`src/rtl/mmc_rf_pkg.sv`:
```
package mmc_rf_pkg;
  localparam int ADDR_W = 6;
  localparam int NEV    = 4;
  localparam int CMD_W  = 16;

  localparam logic [ADDR_W-1:0] A_STAT = 6'h00;
  localparam logic [ADDR_W-1:0] A_IEN  = 6'h04;
  localparam logic [ADDR_W-1:0] A_BUF  = 6'h08;
  localparam logic [ADDR_W-1:0] A_CMD  = 6'h0C;
  localparam logic [ADDR_W-1:0] A_ARG  = 6'h10;
  localparam logic [ADDR_W-1:0] A_RSP0 = 6'h14;
  localparam logic [ADDR_W-1:0] A_LEN  = 6'h24;
  localparam logic [ADDR_W-1:0] A_CNT  = 6'h28;
  localparam logic [ADDR_W-1:0] A_CARD = 6'h2C;

  // kept command bits: opcode, open-drain, response kind, busy wait, command kind, read
  localparam logic [CMD_W-1:0] CMD_KEEP = 16'hBB7F;

  localparam int EV_CMD  = 0;
  localparam int EV_DATA = 1;
  localparam int EV_CHG  = 2;
  localparam int EV_TMO  = 3;

  typedef enum logic [1:0] {CK_BC, CK_BCR, CK_AC, CK_ADTC} cmd_kind_t;
  typedef enum logic [1:0] {RK_NONE, RK_SHORT, RK_LONG, RK_OCR} rsp_kind_t;
endpackage

```
`src/rtl/mmc_rf_irq.sv`:
```
module mmc_rf_irq
  import mmc_rf_pkg::*;
(
  input  logic           clk,
  input  logic           rst,
  input  logic [NEV-1:0] ev,
  input  logic           clr_wr,
  input  logic           en_wr,
  input  logic [NEV-1:0] wdata,
  output logic [NEV-1:0] stat_q,
  output logic [NEV-1:0] en_q,
  output logic           irq
);
  logic [NEV-1:0] stat_n;
  logic [NEV-1:0] en_n;

  // a new event wins over a clear in the same cycle
  always_comb begin
    stat_n = (stat_q & ~(clr_wr ? wdata : '0)) | ev;
    en_n   = en_wr ? wdata : en_q;
  end

  always_ff @(posedge clk) begin
    if (rst) begin
      stat_q <= '0;
      en_q   <= '0;
      irq    <= 1'b0;
    end else begin
      stat_q <= stat_n;
      en_q   <= en_n;
      irq    <= |(stat_n & en_n);
    end
  end
endmodule

```
`src/rtl/mmc_rf_cmd.sv`:
```
module mmc_rf_cmd
  import mmc_rf_pkg::*;
#(
  parameter int DW    = 32,
  parameter int LEN_W = 11,
  parameter int NRSP  = 4
) (
  input  logic               clk,
  input  logic               rst,
  input  logic               cmd_wr,
  input  logic [CMD_W-1:0]   cmd_wdata,
  input  logic [LEN_W-1:0]   len_q,
  input  logic [LEN_W-1:0]   cnt_q,
  input  logic               eng_cmd_done,
  input  logic               eng_data_done,
  input  logic               eng_timeout,
  input  logic [NRSP*DW-1:0] eng_resp,
  output logic [CMD_W-1:0]   cmd_q,
  output logic               start,
  output logic               busy,
  output logic [NRSP*DW-1:0] rsp_q,
  output logic [NEV-1:0]     ev
);
  logic      cmd_pend, data_pend;
  logic      accept, has_data, cmd_ok, dat_ok, tmo;
  rsp_kind_t rk;

  assign rk       = rsp_kind_t'(cmd_q[9:8]);
  assign busy     = cmd_pend | data_pend;
  assign accept   = cmd_wr & ~busy;
  assign has_data = (cmd_kind_t'(cmd_wdata[13:12]) == CK_ADTC) &&
                    ((len_q != '0) || (cnt_q != '0));
  assign tmo      = busy & eng_timeout;
  assign cmd_ok   = cmd_pend & eng_cmd_done & ~eng_timeout;
  assign dat_ok   = data_pend & eng_data_done & ~eng_timeout;

  always_comb begin
    ev         = '0;
    ev[EV_CMD] = cmd_ok;
    ev[EV_DATA] = dat_ok;
    ev[EV_TMO] = tmo;
  end

  always_ff @(posedge clk) begin
    if (rst) begin
      cmd_q     <= '0;
      start     <= 1'b0;
      cmd_pend  <= 1'b0;
      data_pend <= 1'b0;
    end else begin
      start <= accept;
      if (accept) begin
        cmd_q     <= cmd_wdata & CMD_KEEP;
        cmd_pend  <= 1'b1;
        data_pend <= has_data;
      end else if (tmo) begin
        cmd_pend  <= 1'b0;
        data_pend <= 1'b0;
      end else begin
        if (cmd_ok) cmd_pend  <= 1'b0;
        if (dat_ok) data_pend <= 1'b0;
      end
    end
  end

  // word 0 takes every response kind but none; the upper words only a long one
  always_ff @(posedge clk) begin
    if (rst) begin
      rsp_q <= '0;
    end else if (cmd_ok) begin
      for (int i = 0; i < NRSP; i++) begin
        if ((i == 0) ? (rk != RK_NONE) : (rk == RK_LONG))
          rsp_q[i*DW +: DW] <= eng_resp[i*DW +: DW];
      end
    end
  end
endmodule

```
`src/rtl/mmc_regfront.sv`:
```
module mmc_regfront
  import mmc_rf_pkg::*;
#(
  parameter int DW    = 32,
  parameter int LEN_W = 11,
  parameter int NRSP  = 4
) (
  input  logic               clk,
  input  logic               rst,
  input  logic               reg_wr,
  input  logic               reg_rd,
  input  logic [ADDR_W-1:0]  reg_addr,
  input  logic [DW-1:0]      reg_wdata,
  output logic [DW-1:0]      reg_rdata,
  input  logic               eng_cmd_done,
  input  logic               eng_data_done,
  input  logic               eng_timeout,
  input  logic [NRSP*DW-1:0] eng_resp,
  input  logic               card_present,
  input  logic               card_wp,
  output logic               cmd_start,
  output logic [CMD_W-1:0]   cmd_word,
  output logic [DW-1:0]      cmd_arg,
  output logic [DW-1:0]      buf_base,
  output logic [LEN_W-1:0]   blk_len,
  output logic [LEN_W-1:0]   blk_cnt,
  output logic               irq
);
  logic [DW-1:0]      buf_q, arg_q, rd_mux;
  logic [LEN_W-1:0]   len_q, cnt_q;
  logic [1:0]         card_q;
  logic               card_chg, busy;
  logic [NRSP*DW-1:0] rsp_q;
  logic [NEV-1:0]     cmd_ev, ev_all, stat_q, en_q;

  assign card_chg = card_q != {card_wp, card_present};

  always_ff @(posedge clk) begin
    if (rst) begin
      buf_q  <= '0;
      arg_q  <= '0;
      len_q  <= '0;
      cnt_q  <= '0;
      card_q <= '0;
    end else begin
      card_q <= {card_wp, card_present};
      if (reg_wr) begin
        if (reg_addr == A_BUF) buf_q <= reg_wdata;
        if (reg_addr == A_ARG) arg_q <= reg_wdata;
        if (reg_addr == A_LEN) len_q <= reg_wdata[LEN_W-1:0];
        if (reg_addr == A_CNT) cnt_q <= reg_wdata[LEN_W-1:0];
      end
    end
  end

  mmc_rf_cmd #(.DW(DW), .LEN_W(LEN_W), .NRSP(NRSP)) u_cmd (
    .clk(clk), .rst(rst),
    .cmd_wr(reg_wr && reg_addr == A_CMD), .cmd_wdata(reg_wdata[CMD_W-1:0]),
    .len_q(len_q), .cnt_q(cnt_q),
    .eng_cmd_done(eng_cmd_done), .eng_data_done(eng_data_done),
    .eng_timeout(eng_timeout), .eng_resp(eng_resp),
    .cmd_q(cmd_word), .start(cmd_start), .busy(busy),
    .rsp_q(rsp_q), .ev(cmd_ev)
  );

  always_comb begin
    ev_all         = cmd_ev;
    ev_all[EV_CHG] = card_chg;
  end

  mmc_rf_irq u_irq (
    .clk(clk), .rst(rst), .ev(ev_all),
    .clr_wr(reg_wr && reg_addr == A_STAT),
    .en_wr(reg_wr && reg_addr == A_IEN),
    .wdata(reg_wdata[NEV-1:0]),
    .stat_q(stat_q), .en_q(en_q), .irq(irq)
  );

  always_comb begin
    rd_mux = '0;
    case (reg_addr)
      A_STAT:  rd_mux[NEV-1:0]   = stat_q;
      A_IEN:   rd_mux[NEV-1:0]   = en_q;
      A_BUF:   rd_mux            = buf_q;
      A_CMD:   rd_mux[CMD_W-1:0] = cmd_word;
      A_ARG:   rd_mux            = arg_q;
      A_LEN:   rd_mux[LEN_W-1:0] = len_q;
      A_CNT:   rd_mux[LEN_W-1:0] = cnt_q;
      A_CARD:  rd_mux[2:0]       = {busy, card_q};
      default: rd_mux = '0;
    endcase
    for (int i = 0; i < NRSP; i++) begin
      if (reg_addr == A_RSP0 + ADDR_W'(4 * i)) rd_mux = rsp_q[i*DW +: DW];
    end
  end

  always_ff @(posedge clk) begin
    if (rst)         reg_rdata <= '0;
    else if (reg_rd) reg_rdata <= rd_mux;
  end

  assign cmd_arg  = arg_q;
  assign buf_base = buf_q;
  assign blk_len  = len_q;
  assign blk_cnt  = cnt_q;
endmodule

```
`config.mk`:
```
export PLATFORM = sky130hd
export DESIGN_NAME = mmc_regfront
export DESIGN_NICKNAME = d
export VERILOG_FILES = /design/src/rtl/mmc_rf_pkg.sv /design/src/rtl/mmc_rf_irq.sv /design/src/rtl/mmc_rf_cmd.sv /design/src/rtl/mmc_regfront.sv
export SDC_FILE = /design/constraint.sdc
export NUM_CORES = 1
export LEC_CHECK = 0
export BUFFER_PORTS_ARGS = -buffer_cell sky130_fd_sc_hd__buf_2
export CAP_MARGIN = 30
export CORE_AREA = 2 2 183 185
export DETAILED_ROUTE_END_ITERATION = 10
export DIE_AREA = 0 0 185 187
export HOLD_SLACK_MARGIN = 0.1
export PLACE_DENSITY = 0.61
export SLEW_MARGIN = 15
export SYNTH_ARGS = -nofsm -noshare
export SYNTH_HDL_FRONTEND = slang
export SYNTH_SLANG_ARGS = --single-unit
```
`constraint.sdc`:
```
create_clock -name clk -period 2.2 [get_ports clk]
set_input_delay 0.22 -clock clk [delete_from_list [all_inputs] [get_ports clk]]
set_output_delay 0.22 -clock clk [all_outputs]
set_load 0.05 [all_outputs]
```
==> qor.csv <==
stage;metric;value;unit
die;Die Ht;187;µm
setup_path;Register-to-Register Path Depth;5;
final_layout;non-filler cells in the finished layout;2365;
worst_hold_path;hold wc startpoint;reg_wr;
global_route;Total GRT Usage;0.248;
global_route;pin count of the biggest net entering global routing;134;
logic_synthesis;dominant synthesized flop cell;sky130_fd_sc_hd__dfxtp_1;
logic_synthesis;share of the synthesized netlist area taken by xor and xnor gates;0.00155;
sta;total setup violations reported at the end of the flow;0;
setup_path;RR Endpoint;u_cmd.rsp_q[97]$_SDFFE_PP0P_;
setup_path;arrival time worst endpoint;2.41;ns
die;Top-Level Pins;311;
global_route;met1 usage in global routing;0.360;
clocking;number of buffers between clock root and the deepest sink;3;
die;initial core utilization;0.344;
placed_design;count of input and output buffers;307;
final_layout;area grow syn2layout;43.4;%
sta;worst slew margin relative to its limit;0.556;
logic_synthesis;Synth Register Bits;273;
logic_synthesis;cell types with the largest area share after synthesis;sky130_fd_sc_hd__dfxtp_1 (48%), sky130_fd_sc_hd__nand2_1 (14%), sky130_fd_sc_hd__a21oi_1 (10%);
setup_path;crit path kind;input pin to flop;
global_route;routing layer with the top usage in global route;met2;
setup_path;required time at the worst-slack endpoint;2.68;ns
placed_design;routability-driven placement congestion ratio;0.908;
sta;final period demand of the worst path;1.94;ns
route;number of vias per cell after detailed routing;5.21;
logic_synthesis;share of synthesized cell area in and, or, nand and nor gates;0.223;
sta;sum of negative setup slack;0;ns
global_route;met2 capacity usage during global routing;0.360;
clocking;Clock Tree Root;sky130_fd_sc_hd__clkbuf_16;
sta;Worst-Margin Slew;0.666;ns
final_layout;Final #Nets;2069;
global_route;GR Overflow Total;0;
logic_synthesis;async set-reset flop share out of synthesis;0;
logic_synthesis;post-synthesis cell type with the largest combined area;sky130_fd_sc_hd__dfxtp_1;
clocking;number of buffers inserted to repair setup after CTS;0;
die;Core Box Area;32900;µm²
logic_synthesis;number of flops mapped to enable cells by yosys;0;
sta;setup repair after global routing missed its margin;no;
final_layout;layout cell share with drive strength beyond 1;0.225;
die;num rows;67;
logic_synthesis;post-synthesis instance total;1441;
power;maximum VDD drop;0.558;mV
sta;final hold violation count;0;
logic_synthesis;Mean Syn Cell Area;7.85;µm²
route;detailed-route via count;12300;
global_route;vias in the first global route;11500;
worst_hold_path;hold endpoint;blk_len[9]$_SDFFE_PP0P_;
route;number of remaining DRC errors;0;
route;total wirelength of the detailed-routed design;44.4;mm
clocking;# clock sinks;273;
logic_synthesis;number of different library cells in the post-synthesis netlist;63;
placed_design;Cells after DPL;2142;
sta;Fmax achieved;517;MHz
worst_hold_path;worst min path class;input pin to flop;
setup_path;CP Max Fanout;96;
clocking;CTS tree;yes;
sta;Slew Viols, Final;0;
power;power after layout;11000;µW
setup_path;startpoint of the lowest-slack register-to-register path;u_cmd.cmd_pend$_SDFFE_PP0P_;
run_status;run status;finished clean;
clocking;Clk Latency, worst-skew pair;0.57;ns
global_route;first-pass GRT wire length;66.7;mm
logic_synthesis;Netlist Area Pre-Place;11300;µm²
power;leak pwr;0.00654;µW
setup_path;setup slack, reg-to-reg;0.38;ns
route;per-cell routed wire length;18.8;µm
die;chip width;185;µm
route;post-route ant nets;0;
logic_synthesis;yosys warns;0;
setup_path;kind of capture point of the worst setup path;flop;
sta;ratio of final minimum period to clock period;0.880;
worst_hold_path;worst hold path depth;4;
logic_synthesis;multiplexer share of the synthesized area;0.0292;
global_route;number of antenna violations at the first check in global routing;1;
clocking;clock slew at reported path FFs;0.06;ns
final_layout;utilization after layout;0.493;
global_route;met3 capacity usage during global routing;0.0444;
setup_path;CP startpoint kind;input pin;
logic_synthesis;Yosys top cell area share;0.483;
route;drt first-iter violations;1025;
logic_synthesis;largest family of logic cells by synthesized area;simple AND/OR/NAND/NOR gates;
die;floorplan die area;34600;µm²
clocking;number of levels the H-tree was split into;1;
power;Cell Pwr Density;681;nW/µm²
logic_synthesis;share of synthesized cell area in full adder, half adder and majority cells;0;
run;Maximum Capacitance Violations;0;
route;Detailed Routing Iterations Pass 1;7;
logic_synthesis;share of the synthesized area in compound gates (AO/OA/AOI/OAI);0.219;
logic_synthesis;share of synthesized area occupied by flip-flops and latches;0.483;
sta;worst hold slack;0.191;ns
clocking;clock buffer count from CTS;29;
placed_design;Detail Placement HPWL;31.8;mm
sta;skew final;0.0190;ns
cells in the final DEF (no fill, tap or decap), types with 5 or more instances in the layout:
master,count
sky130_fd_sc_hd__o2bb2ai_1,5
sky130_fd_sc_hd__o22ai_1,5
sky130_fd_sc_hd__nor2_1,98
sky130_fd_sc_hd__nand2_1,430
sky130_fd_sc_hd__a221oi_1,20
sky130_fd_sc_hd__nand3_1,27
sky130_fd_sc_hd__o21a_1,14
sky130_fd_sc_hd__o221ai_1,5
sky130_fd_sc_hd__a21oi_1,229
sky130_fd_sc_hd__mux2i_1,33
sky130_fd_sc_hd__clkbuf_8,11
sky130_fd_sc_hd__nor3_1,9
sky130_fd_sc_hd__buf_12,8
sky130_fd_sc_hd__buf_2,306
sky130_fd_sc_hd__a22oi_1,24
sky130_fd_sc_hd__dfxtp_1,273
sky130_fd_sc_hd__dlygate4sd3_1,169
sky130_fd_sc_hd__clkbuf_1,6
sky130_fd_sc_hd__o21ai_0,33
sky130_fd_sc_hd__a211oi_1,5
sky130_fd_sc_hd__clkbuf_16,29
sky130_fd_sc_hd__buf_4,52
sky130_fd_sc_hd__a22o_1,8
sky130_fd_sc_hd__a2bb2oi_1,17
sky130_fd_sc_hd__nor4_1,6
sky130_fd_sc_hd__nor2_2,5
worst max path at each step:
stage | from | to | slack (ns)
after CTS | eng_timeout | u_cmd.rsp_q[97]$_SDFFE_PP0P_ | 0.34
after detailed placement | reg_addr[3] | reg_rdata[5]$_SDFFE_PP0P_ | 0.005
after floorplan | u_cmd.cmd_q[9]$_SDFFE_PP0P_ | u_cmd.rsp_q[102]$_SDFFE_PP0P_ | 0.20
final | eng_timeout | u_cmd.rsp_q[97]$_SDFFE_PP0P_ | 0.26
after global routing | eng_timeout | u_cmd.rsp_q[97]$_SDFFE_PP0P_ | 0.22
after global placement | reg_addr[2] | reg_rdata[0]$_SDFFE_PP0P_ | -0.02
repair_timing:
item,CTS,global route
hold buffers,169,0
endpoints found under the hold margin,239,0
gates resized for setup,0,0
through the flow:
stage               cell area, µm²  setup slack [ns]
detailed placement           13500           0.00539
finish                       16200             0.264
CTS                          16200             0.343
global placement             13500           -0.0176
floorplan                    11300             0.201
global route                 16200             0.223
state kept, by name (all words and copies together) (netlist names):
signal           cells
u_cmd.rsp_q        128
u_irq.irq            1
u_cmd.start          1
blk_len             11
card_q               2
u_cmd.cmd_q         13
buf_base            32
reg_rdata           32
cmd_arg             32
u_irq.stat_q         4
u_cmd.data_pend      1
u_irq.en_q           4
blk_cnt             11
u_cmd.cmd_pend       1
cell families (layout without fill, tap and decap cells):
group                  after synthesis  in the layout
buffers and inverters              120            593
multiplexers                        33             33
AO/OA/AOI/OAI                      400            400
AND/OR/NAND/NOR                    612            612
XOR/XNOR                             2              2
other                                1              4
flip-flops                         273            273
layout make-up:
cell class	count	area (µm²)
flip-flops and latches	273	5470
clock inverters	8	123
fillers	3251	16600
repair buffers	536	3790
well taps	448	561
multi-input cells	1050	5380
diodes	1	2.50
clock buffers	45	886
inverters	4	15.0
report_power, final:
group / internal (µW) / leakage, µW / switching, µW
clock: 3100 / 0.000499 / 2070
combinational: 428 / 0.00384 / 458
sequential: 4970 / 0.00220 / 20.6
total: 8500 / 0.00654 / 2550
metal layers:
metal / up-vias / share of wire
li1: 5865 / -
met1: 5792 / 0.46
met2: 571 / 0.42
met3: 99 / 0.083
met4: 0 / 0.040
met5: - / 0
synth_stat cells, drive strengths merged (3+ instances only):
cell type and instances:
o21a 14, a222oi 3, a2bb2oi 17, nand3b 4, o21ai 34, nand3 27, o221a 3, o221ai 5
dfxtp 273, o2bb2ai 5, o22ai 5, nand4 3, a21oi 229, nor2 103, a21o 3, a211oi 5
and3 4, a22o 8, nor2b 4, nand2b 3, a22oi 24, o2111a 3, nand2 430, buf 27
clkbuf 89, a221oi 20, a311oi 3, mux2i 33, or4 3, nor3 10, inv 4, nor4 7
a221o 4
critical path, cell delays in order:
cell	delay, ns
sky130_fd_sc_hd__dlygate4sd3_1	0.53
sky130_fd_sc_hd__buf_2	0.12
sky130_fd_sc_hd__inv_1	0.15
sky130_fd_sc_hd__nand3_1	0.25
sky130_fd_sc_hd__nor3b_2	0.36
sky130_fd_sc_hd__buf_12	0.37
sky130_fd_sc_hd__nand2_1	0.19
sky130_fd_sc_hd__a21oi_1	0.16
No activity file was read; power rests on OpenSTA's default activity.
